**config.mk**
```make
export PLATFORM = sky130hd
export DESIGN_NAME = stop_wake_ctrl
export DESIGN_NICKNAME = d
export VERILOG_FILES = /design/src/rtl/swk_pkg.sv /design/src/rtl/swk_cfg_reg.sv /design/src/rtl/swk_wake_det.sv /design/src/rtl/swk_clk_div.sv /design/src/rtl/swk_rst_delay.sv /design/src/rtl/stop_wake_ctrl.sv
export SDC_FILE = /design/constraint.sdc
export NUM_CORES = 1
export LEC_CHECK = 0
export ABC_AREA = 1
export ABC_CLOCK_PERIOD_IN_PS = 1900
export CORE_ASPECT_RATIO = 0.6
export CORE_MARGIN = 2
export CORE_UTILIZATION = 50
export DETAILED_ROUTE_END_ITERATION = 7
export GPL_ROUTABILITY_DRIVEN = 1
export HOLD_SLACK_MARGIN = 0.05
export PLACE_DENSITY = 0.95
export SKIP_LAST_GASP = 1
export SLEW_MARGIN = 20
export SYNTH_ARGS = -nofsm -noshare
export SYNTH_HDL_FRONTEND = slang
export SYNTH_SLANG_ARGS = --single-unit
```
**constraint.sdc**
```tcl
create_clock -name clk_in -period 1.9 [get_ports clk_in]
set_input_delay 0.285 -clock clk_in [delete_from_list [all_inputs] [get_ports clk_in]]
set_output_delay 0.285 -clock clk_in [all_outputs]
set_load 0.03 [all_outputs]
```
**src/rtl/swk_pkg.sv**
```systemverilog
package swk_pkg;

    localparam int SWK_ADDR_W  = 8;
    localparam int SWK_DATA_W  = 8;
    localparam int SWK_CFG_W   = 7;

    typedef enum logic [2:0] {
        SRC_NONE      = 3'd0,
        SRC_P3_0      = 3'd1,
        SRC_P3_1      = 3'd2,
        SRC_P3_2      = 3'd3,
        SRC_P3_3      = 3'd4,
        SRC_P2_7      = 3'd5,
        SRC_P2_LO_NOR = 3'd6,
        SRC_P2_NOR    = 3'd7
    } wake_src_e;

    // field order follows the bus bit positions 6 down to 0
    typedef struct packed {
        logic      pol_high;
        logic      delay_en;
        wake_src_e src;
        logic      fast_clk;
        logic      presc_on;
    } swk_cfg_t;

    localparam swk_cfg_t CFG_DEFAULT = '{
        pol_high: 1'b0,
        delay_en: 1'b1,
        src:      SRC_NONE,
        fast_clk: 1'b0,
        presc_on: 1'b0
    };

    // last count value of the enable divider (period minus one)
    function automatic int div_last(input logic fast, input logic presc, input int pre);
        int base;
        base = fast ? 1 : 2;
        return (presc ? base * pre : base) - 1;
    endfunction

endpackage

```
**src/rtl/swk_cfg_reg.sv**
```systemverilog
module swk_cfg_reg
    import swk_pkg::*;
#(
    parameter int                 ADDR_W   = SWK_ADDR_W,
    parameter int                 DATA_W   = SWK_DATA_W,
    parameter logic [ADDR_W-1:0]  REG_ADDR = 8'h0B
) (
    input  logic              clk,
    input  logic              rst,
    input  logic              wr,
    input  logic              rd,
    input  logic [ADDR_W-1:0] addr,
    input  logic [DATA_W-1:0] wdata,
    input  logic              recover,
    output swk_cfg_t          cfg,
    output logic              stop_flag,
    output logic              wr_hit,
    output logic [DATA_W-1:0] rdata
);

    logic rd_hit;
    logic unused_wtop;

    assign wr_hit      = wr && (addr == REG_ADDR);
    assign rd_hit      = rd && (addr == REG_ADDR);
    assign unused_wtop = ^wdata[DATA_W-1:SWK_CFG_W];

    always_ff @(posedge clk) begin
        if (rst) begin
            cfg       <= CFG_DEFAULT;
            stop_flag <= 1'b0;
        end else begin
            if (wr_hit) begin
                cfg <= swk_cfg_t'(wdata[SWK_CFG_W-1:0]);
            end
            if (recover) begin
                cfg.presc_on <= 1'b0;
                stop_flag    <= 1'b1;
            end
        end
    end

    always_comb begin
        rdata = '0;
        if (rd_hit) begin
            rdata[DATA_W-1] = stop_flag;
        end
    end

endmodule

```
**src/rtl/swk_wake_det.sv**
```systemverilog
module swk_wake_det
    import swk_pkg::*;
#(
    parameter int SYNC_STAGES = 2,
    parameter int P3_W        = 4,
    parameter int P2_W        = 8
) (
    input  logic            clk,
    input  logic            rst,
    input  logic            armed,
    input  wake_src_e       src,
    input  logic            pol_high,
    input  logic [P3_W-1:0] p3,
    input  logic [P2_W-1:0] p2,
    output logic            match
);

    localparam int HALF = P2_W / 2;

    logic                   raw_sel;
    logic [SYNC_STAGES-1:0] sync_q;

    always_comb begin
        unique case (src)
            SRC_P3_0:      raw_sel = p3[0];
            SRC_P3_1:      raw_sel = p3[1];
            SRC_P3_2:      raw_sel = p3[2];
            SRC_P3_3:      raw_sel = p3[3];
            SRC_P2_7:      raw_sel = p2[P2_W-1];
            SRC_P2_LO_NOR: raw_sel = ~|p2[HALF-1:0];
            SRC_P2_NOR:    raw_sel = ~|p2;
            default:       raw_sel = 1'b0;
        endcase
    end

    genvar g;
    generate
        for (g = 0; g < SYNC_STAGES; g++) begin : g_sync
            always_ff @(posedge clk) begin
                if (rst) begin
                    sync_q[g] <= 1'b0;
                end else if (g == 0) begin
                    sync_q[g] <= raw_sel;
                end else begin
                    sync_q[g] <= sync_q[(g == 0) ? 0 : g-1];
                end
            end
        end
    endgenerate

    assign match = armed && (src != SRC_NONE) && (sync_q[SYNC_STAGES-1] == pol_high);

endmodule

```
**src/rtl/swk_clk_div.sv**
```systemverilog
module swk_clk_div
    import swk_pkg::*;
#(
    parameter int PRE_DIV = 16
) (
    input  logic clk,
    input  logic rst,
    input  logic hold,
    input  logic restart,
    input  logic fast_clk,
    input  logic presc_on,
    output logic en
);

    localparam int CNT_W = $clog2(2 * PRE_DIV);

    logic [CNT_W-1:0] cnt_q;
    logic [CNT_W-1:0] last;

    assign last = CNT_W'(div_last(fast_clk, presc_on, PRE_DIV));

    always_ff @(posedge clk) begin
        if (rst || hold || restart) begin
            cnt_q <= '0;
        end else if (cnt_q >= last) begin
            cnt_q <= '0;
        end else begin
            cnt_q <= cnt_q + 1'b1;
        end
    end

    assign en = !hold && (cnt_q == '0);

endmodule

```
**src/rtl/swk_rst_delay.sv**
```systemverilog
module swk_rst_delay #(
    parameter int DELAY_CYCLES = 64
) (
    input  logic clk,
    input  logic rst,
    input  logic start,
    input  logic delay_en,
    output logic rst_req
);

    localparam int CW = $clog2(DELAY_CYCLES + 1);

    logic [CW-1:0] cnt_q;

    always_ff @(posedge clk) begin
        if (rst) begin
            rst_req <= 1'b0;
            cnt_q   <= '0;
        end else if (start) begin
            rst_req <= 1'b1;
            cnt_q   <= delay_en ? CW'(DELAY_CYCLES - 1) : '0;
        end else if (rst_req) begin
            if (cnt_q == '0) begin
                rst_req <= 1'b0;
            end else begin
                cnt_q <= cnt_q - 1'b1;
            end
        end
    end

endmodule

```
**src/rtl/stop_wake_ctrl.sv**
```systemverilog
module stop_wake_ctrl
    import swk_pkg::*;
#(
    parameter int                 ADDR_W       = SWK_ADDR_W,
    parameter int                 DATA_W       = SWK_DATA_W,
    parameter logic [ADDR_W-1:0]  REG_ADDR     = 8'h0B,
    parameter int                 PRE_DIV      = 16,
    parameter int                 DELAY_CYCLES = 64,
    parameter int                 SYNC_STAGES  = 2
) (
    input  logic              clk_in,
    input  logic              rst,
    input  logic              bus_wr,
    input  logic              bus_rd,
    input  logic [ADDR_W-1:0] bus_addr,
    input  logic [DATA_W-1:0] bus_wdata,
    output logic [DATA_W-1:0] bus_rdata,
    input  logic              stop_enter,
    input  logic [3:0]        p3_pins,
    input  logic [7:0]        p2_pins,
    output logic              sys_clk_en,
    output logic              stopped,
    output logic              wake_pulse,
    output logic              rst_req
);

    swk_cfg_t cfg;
    logic     stop_flag;
    logic     wr_hit;
    logic     match;

    swk_cfg_reg #(.ADDR_W(ADDR_W), .DATA_W(DATA_W), .REG_ADDR(REG_ADDR)) u_reg (
        .clk(clk_in), .rst(rst), .wr(bus_wr), .rd(bus_rd), .addr(bus_addr),
        .wdata(bus_wdata), .recover(match), .cfg(cfg), .stop_flag(stop_flag),
        .wr_hit(wr_hit), .rdata(bus_rdata)
    );

    swk_wake_det #(.SYNC_STAGES(SYNC_STAGES), .P3_W(4), .P2_W(8)) u_det (
        .clk(clk_in), .rst(rst), .armed(stopped), .src(cfg.src),
        .pol_high(cfg.pol_high), .p3(p3_pins), .p2(p2_pins), .match(match)
    );

    swk_clk_div #(.PRE_DIV(PRE_DIV)) u_div (
        .clk(clk_in), .rst(rst), .hold(stopped), .restart(wr_hit),
        .fast_clk(cfg.fast_clk), .presc_on(cfg.presc_on), .en(sys_clk_en)
    );

    swk_rst_delay #(.DELAY_CYCLES(DELAY_CYCLES)) u_dly (
        .clk(clk_in), .rst(rst), .start(match), .delay_en(cfg.delay_en),
        .rst_req(rst_req)
    );

    always_ff @(posedge clk_in) begin
        if (rst) begin
            stopped    <= 1'b0;
            wake_pulse <= 1'b0;
        end else begin
            wake_pulse <= match;
            if (match) begin
                stopped <= 1'b0;
            end else if (stop_enter) begin
                stopped <= 1'b1;
            end
        end
    end

endmodule

```
After elaboration in Yosys (flattened, before gate mapping). Index checks and enable logic that the tools add are counted.

Bits in registers: 25. Bits in latches: 0. Memory bits (writable): 0. Bits in read-only memories: 0. Input bits: 33. Output and inout port bits: 12. Word-level logic and storage cells: 57. Memories kept: 0.

Add/subtract/negate cells: 3. $mul: 0. Divide/modulo/power cells: 0. Magnitude comparators: 1. Equal/unequal tests: 10. Shift operators: 0. Multiplexer cells: 11. Bitwise gates (word level): 0. Reduce and logical (&&, ||, !) cells: 19.

Operators with widths (count): $mux W7 (3); $eq A3 B3 Y1 const B (4); $eq A8 B4 Y1 const B (1); $reduce_or A8 Y1 (1); $logic_not A7 Y1 (1); $pmux W1 S7 (1); $sub A7 B1 Y7 const B (1); $eq A3 B2 Y1 const B (2); $mux W6 (1); $add A5 B1 Y5 const B (1); $ge A5 B5 Y1 (1); $logic_and A1 B1 Y1 (5); $logic_not A5 Y1 (1); $mux W5 (1); $sub A5 B2 Y5 const B (1); $mux W1 (4); $reduce_or A2 Y1 (2); $reduce_or A4 Y1 (1); $eq A3 B1 Y1 const B (1); $logic_not A1 Y1 (3); $reduce_bool A3 Y1 (1); $logic_or A1 B1 Y1 (2); $mux W2 (1); $ne A2 B2 Y1 const B (1); other kinds (3) (3).

Depth between registers and ports, before layout.
Word-level depth: 5. Mapped depth: 10. Gate-level depth less buffers: 10.

Modules after synthesis. A second synthesis with hierarchy kept.

Cell total of the unflattened synthesis: 255. Area, all modules: 1660.3 sq um.

Modules (own cells, without submodules): swk_cfg_reg (instances 1, cells an instance 82, area an instance 545.5 sq um, seq. area each 160.2 sq um); swk_rst_delay (instances 1, cells an instance 82, area an instance 509.2 sq um, seq. area each 160.2 sq um); swk_clk_div (instances 1, cells an instance 48, area an instance 355.3 sq um, seq. area each 100.1 sq um); swk_wake_det (instances 1, cells an instance 35, area an instance 185.2 sq um, seq. area each 40.0 sq um); stop_wake_ctrl (instances 1, cells an instance 8, area an instance 65.1 sq um, seq. area each 40.0 sq um).

Worst setup path after synthesis. No wires, ideal clock.

Path type: reg-to-output. From: reg stopped. To: out sys_clk_en. Arrival time: 1.491 ns. Required time: 1.615 ns. Path slack: 0.124 ns. Cell stages (with the launch flop): 4. Path buffers: 0. Path through: dfxtp_1 inv_1 nand2_1 nor4_1.

Word-level cells in the longest chain between the ends: 2.

Ends and longest elaborated chain: from (decl) (RTL line stop_wake_ctrl.sv:22) `output logic stopped,`; from (signal assigned) (RTL line stop_wake_ctrl.sv:55) `stopped <= 1'b0;`; from (signal assigned) (RTL line stop_wake_ctrl.sv:60) `stopped <= 1'b0;`; from (signal assigned) (RTL line stop_wake_ctrl.sv:62) `stopped <= 1'b1;`; $logic_not A1 Y1 (RTL line swk_clk_div.sv:32) `assign en = !hold && (cnt_q == '0);`; $logic_and A1 B1 Y1 (RTL line swk_clk_div.sv:32); to (decl) (RTL line stop_wake_ctrl.sv:21) `output logic sys_clk_en,`.

Every way passes these cells.

Worst setup path in the final report.
From: in bus_addr[4]. To: out bus_rdata[7].

Word-level cells in the longest chain between the ends: 3.

Ends and longest elaborated chain: from (decl) (RTL line stop_wake_ctrl.sv:15) `input logic [ADDR_W-1:0] bus_addr,`; $eq A8 B4 Y1 (RTL line swk_cfg_reg.sv:25) `assign rd_hit = rd && (addr == REG_ADDR);`; $logic_and A1 B1 Y1 (RTL line swk_cfg_reg.sv:25); $mux W1 (RTL line swk_cfg_reg.sv:45) `if (rd_hit) begin`; to (decl) (RTL line stop_wake_ctrl.sv:17) `output logic [DATA_W-1:0] bus_rdata,`.

Every way passes these cells.

==> flow_summary.ini <==
[outcome]
status = complete, no violations

[power]
p_seq_share_pct = 51.9
power.share.clock_pct = 29.8
p_per_area_nw_per_um2 = 542.6
internal_power_w = 0.0007759
irDropWorstVdd_v = 0.0002884
swShare_pct = 25.35
p_leak_nw = 0.8740
switchingPower_w = 0.0002635
power_frac_comb_pct = 18.3

[logic_synthesis]
ys.flop_type = dfxtp_1
synth_area_per_cell_um2 = 6.810
synth-edff-count = 0
synth_top_area_cell = dfxtp_1
synth_area_leaders = dfxtp_1, nor2_1, nand2_1, ha_1, nand3_1
ys_warn_count = 0
syn_area_um2 = 1478
async_reset_ff_share_pct = 0
syn_inst = 217
yosysSeqAreaShare_pct = 33.87
synthDistinctLibCells = 28
synth_seq_cells = 25
synth_top_area_share_pct = 33.87

[floorplanning]
start_util_pct = 52.14
die_h_um = 46.11
io-pin-count = 45
dieArea_um2 = 3420
rows = 15
fp.coreArea_um2 = 2834
fp.dieW_um = 74.18

[timing]
finClkSkew_ns = 0.003071
period_share_pct = 89.09
drv_slew = 0
setup-violations-final = 0
max_freq_ghz = 0.5908
hold_viol = 0
rsz0062_at_grt = no
fin_crit_ns = 1.693
tns_ns = 0

[critical_path]
crit_chain = clkdlybuf4s50_1 > nor2_1 > nor3b_1 > nand2_1 > nor2_1 > buf_4
crit_buf_inv = 2
cp.arrival_ns = 1.41
worstSetupPathType = input pin to primary output
start_kind = input pin
slowest_delay_ns = 0.45
crit_slowest_cell = clkdlybuf4s50_1
crit_required_ns = 1.62
worst_path_most_repeated_cell = nor2_1
crit_family = buffers and inverters
endpoint_kind = primary output
worst-path-max-fanout = 2

[cts]
path_clk_slew_ns = 0.08
postCtsSetupRepairBufs = 0
cts.sinks = 25
htreeDepth = 1
ctsLongestPathBuffers = 2
cts-root-buf = clkbuf_8
numCtsBuffers = 3
clock_latency_ns = 0.26
cts_tree = done

[cells_and_area]
mostFrequentLayoutCells = nor2_1, nand2_1, clkdlybuf4s50_1, dfxtp_1, inv_1
final_common_cell = nor2_1
final_cell_count_no_fill = 300
drive_gt1_share_pct = 8.140
n_antenna_cell = 0
syn2layout_area_growth_pct = 29.64
fin_nets = 301
post-route-util_pct = 67.59

[global_route]
antenna_found_initial = 0
grt_max_degree = 14
grt_pass1_vias = 1350
grt_busiest_layer = met2
grt_use_met2_pct = 38.93
grt-ovfl-total = 0
grt_pass1_wl_um = 5540
use_met3_pct = 5.908
gr-usage-met1_pct = 26.54
grtUsageTotal_pct = 21.37

[route]
drt_drc_violations_left = 0
route.vias.total = 1425
drt-initial-drc-count = 64
wl_per_cell_um = 10.64
detail-route-antenna-nets = 0
totalWireLength_um = 3193
via_per_inst = 4.750
dr.pass1.iters = 4

[flow_run]
cap_violations = 0

[placement]
dp.cells = 296
port_buffers = 36
dpl.hpwl_um = 2588
place_congestion = 0.9464

[worst_hold_path]
min_path_type = flop to flop
[worst reg2reg max path: stages (launching register included)]
cell     delay, ns
dfxtp_1       0.34
inv_1         0.13
ha_1          0.16
inv_1         0.04
nor2_1        0.10
nand3_1       0.11
nand2_1       0.17
nand2_4       0.11
o21ai_0       0.17
nor2_1        0.06
[worst paths after layout]
check                  start               to  slack (ns)  cells past startpoint
max reg2reg   u_dly.cnt_q[0]   u_dly.cnt_q[5]        0.42                      9
min          u_det.sync_q[0]  u_det.sync_q[1]        0.43                      2
min reg2reg  u_det.sync_q[0]  u_det.sync_q[1]        0.43                      2
max              bus_addr[4]     bus_rdata[7]        0.21                      6
[synthesized netlist by cell type, drive strengths merged, types with 3 or more instances]
library cell and n:
a21oi 4, buf 8, dfxtp 25, ha 9, inv 25, nand2 46
nand3 21, nand4 4, nor2 54, nor3 3, o21ai 6, o21bai 3
[registers in the layout (all words and copies together) (netlist names)]
register         flops
stopped              1
u_det.sync_q         2
u_div.cnt_q          5
u_dly.cnt_q          7
u_dly.rst_req        1
u_reg.cfg            7
u_reg.stop_flag      1
wake_pulse           1
[final cells by class]
cell class | count | area (µm²)
clock buffer | 4 | 45.04
sequential | 25 | 500.5
fill | 245 | 918.4
multi-input combinational | 165 | 848.3
inverter | 25 | 93.84
timing repair buffer | 39 | 375.4
tap | 42 | 52.55
[cells by family after synthesis]
| logic type | synth area share, % |
|---|---|
| simple gates | 39.71 |
| xor+xnor | 1.778 |
| other cells | 0.2538 |
| buf+inv | 10.25 |
| compound gates | 6.520 |
| flops | 33.87 |
| fa+ha+maj | 7.621 |
[per-layer routing]
layer | vias to the layer above | wire length, µm
met5 | - | 0
met4 | 0 | 10
met3 | 2 | 190
met2 | 39 | 1433
met1 | 628 | 1558
li1 | 756 | -
[through the flow]
stage	hold WS, ns	setup slack (ns)	power, W	area (µm²)
after floorplan	0.3541	0.1243	0.0006556	1500
after global placement	0.3918	0.1526	0.0007418	1876
after detailed placement	0.3969	0.08086	0.0007476	1876
after CTS	0.4243	0.08146	0.001049	1919
after global routing	0.4367	0.01538	0.001092	1916
final	0.4260	0.2074	0.001039	1916
[power by group through the flow]
stage / clock network (W) / logic [W] / registers, W
5_1_grt: 0.000338 / 0.000213 / 0.000542
2_1_floorplan: 0 / 0.000101 / 0.000555
6_report: 0.000309 / 0.000190 / 0.000540
4_1_cts: 0.000317 / 0.000193 / 0.000540
3_3_place_gp: 0 / 0.000190 / 0.000552
3_5_place_dp: 0 / 0.000195 / 0.000552
[timing repair]
item                                    in CTS  in global routing
pin swaps                                    0                  0
hold buffers                                 0                  0
gates resized for setup                      1                  3
endpoints found under the setup margin       1                  1
(Power assumes the default switching activity.)
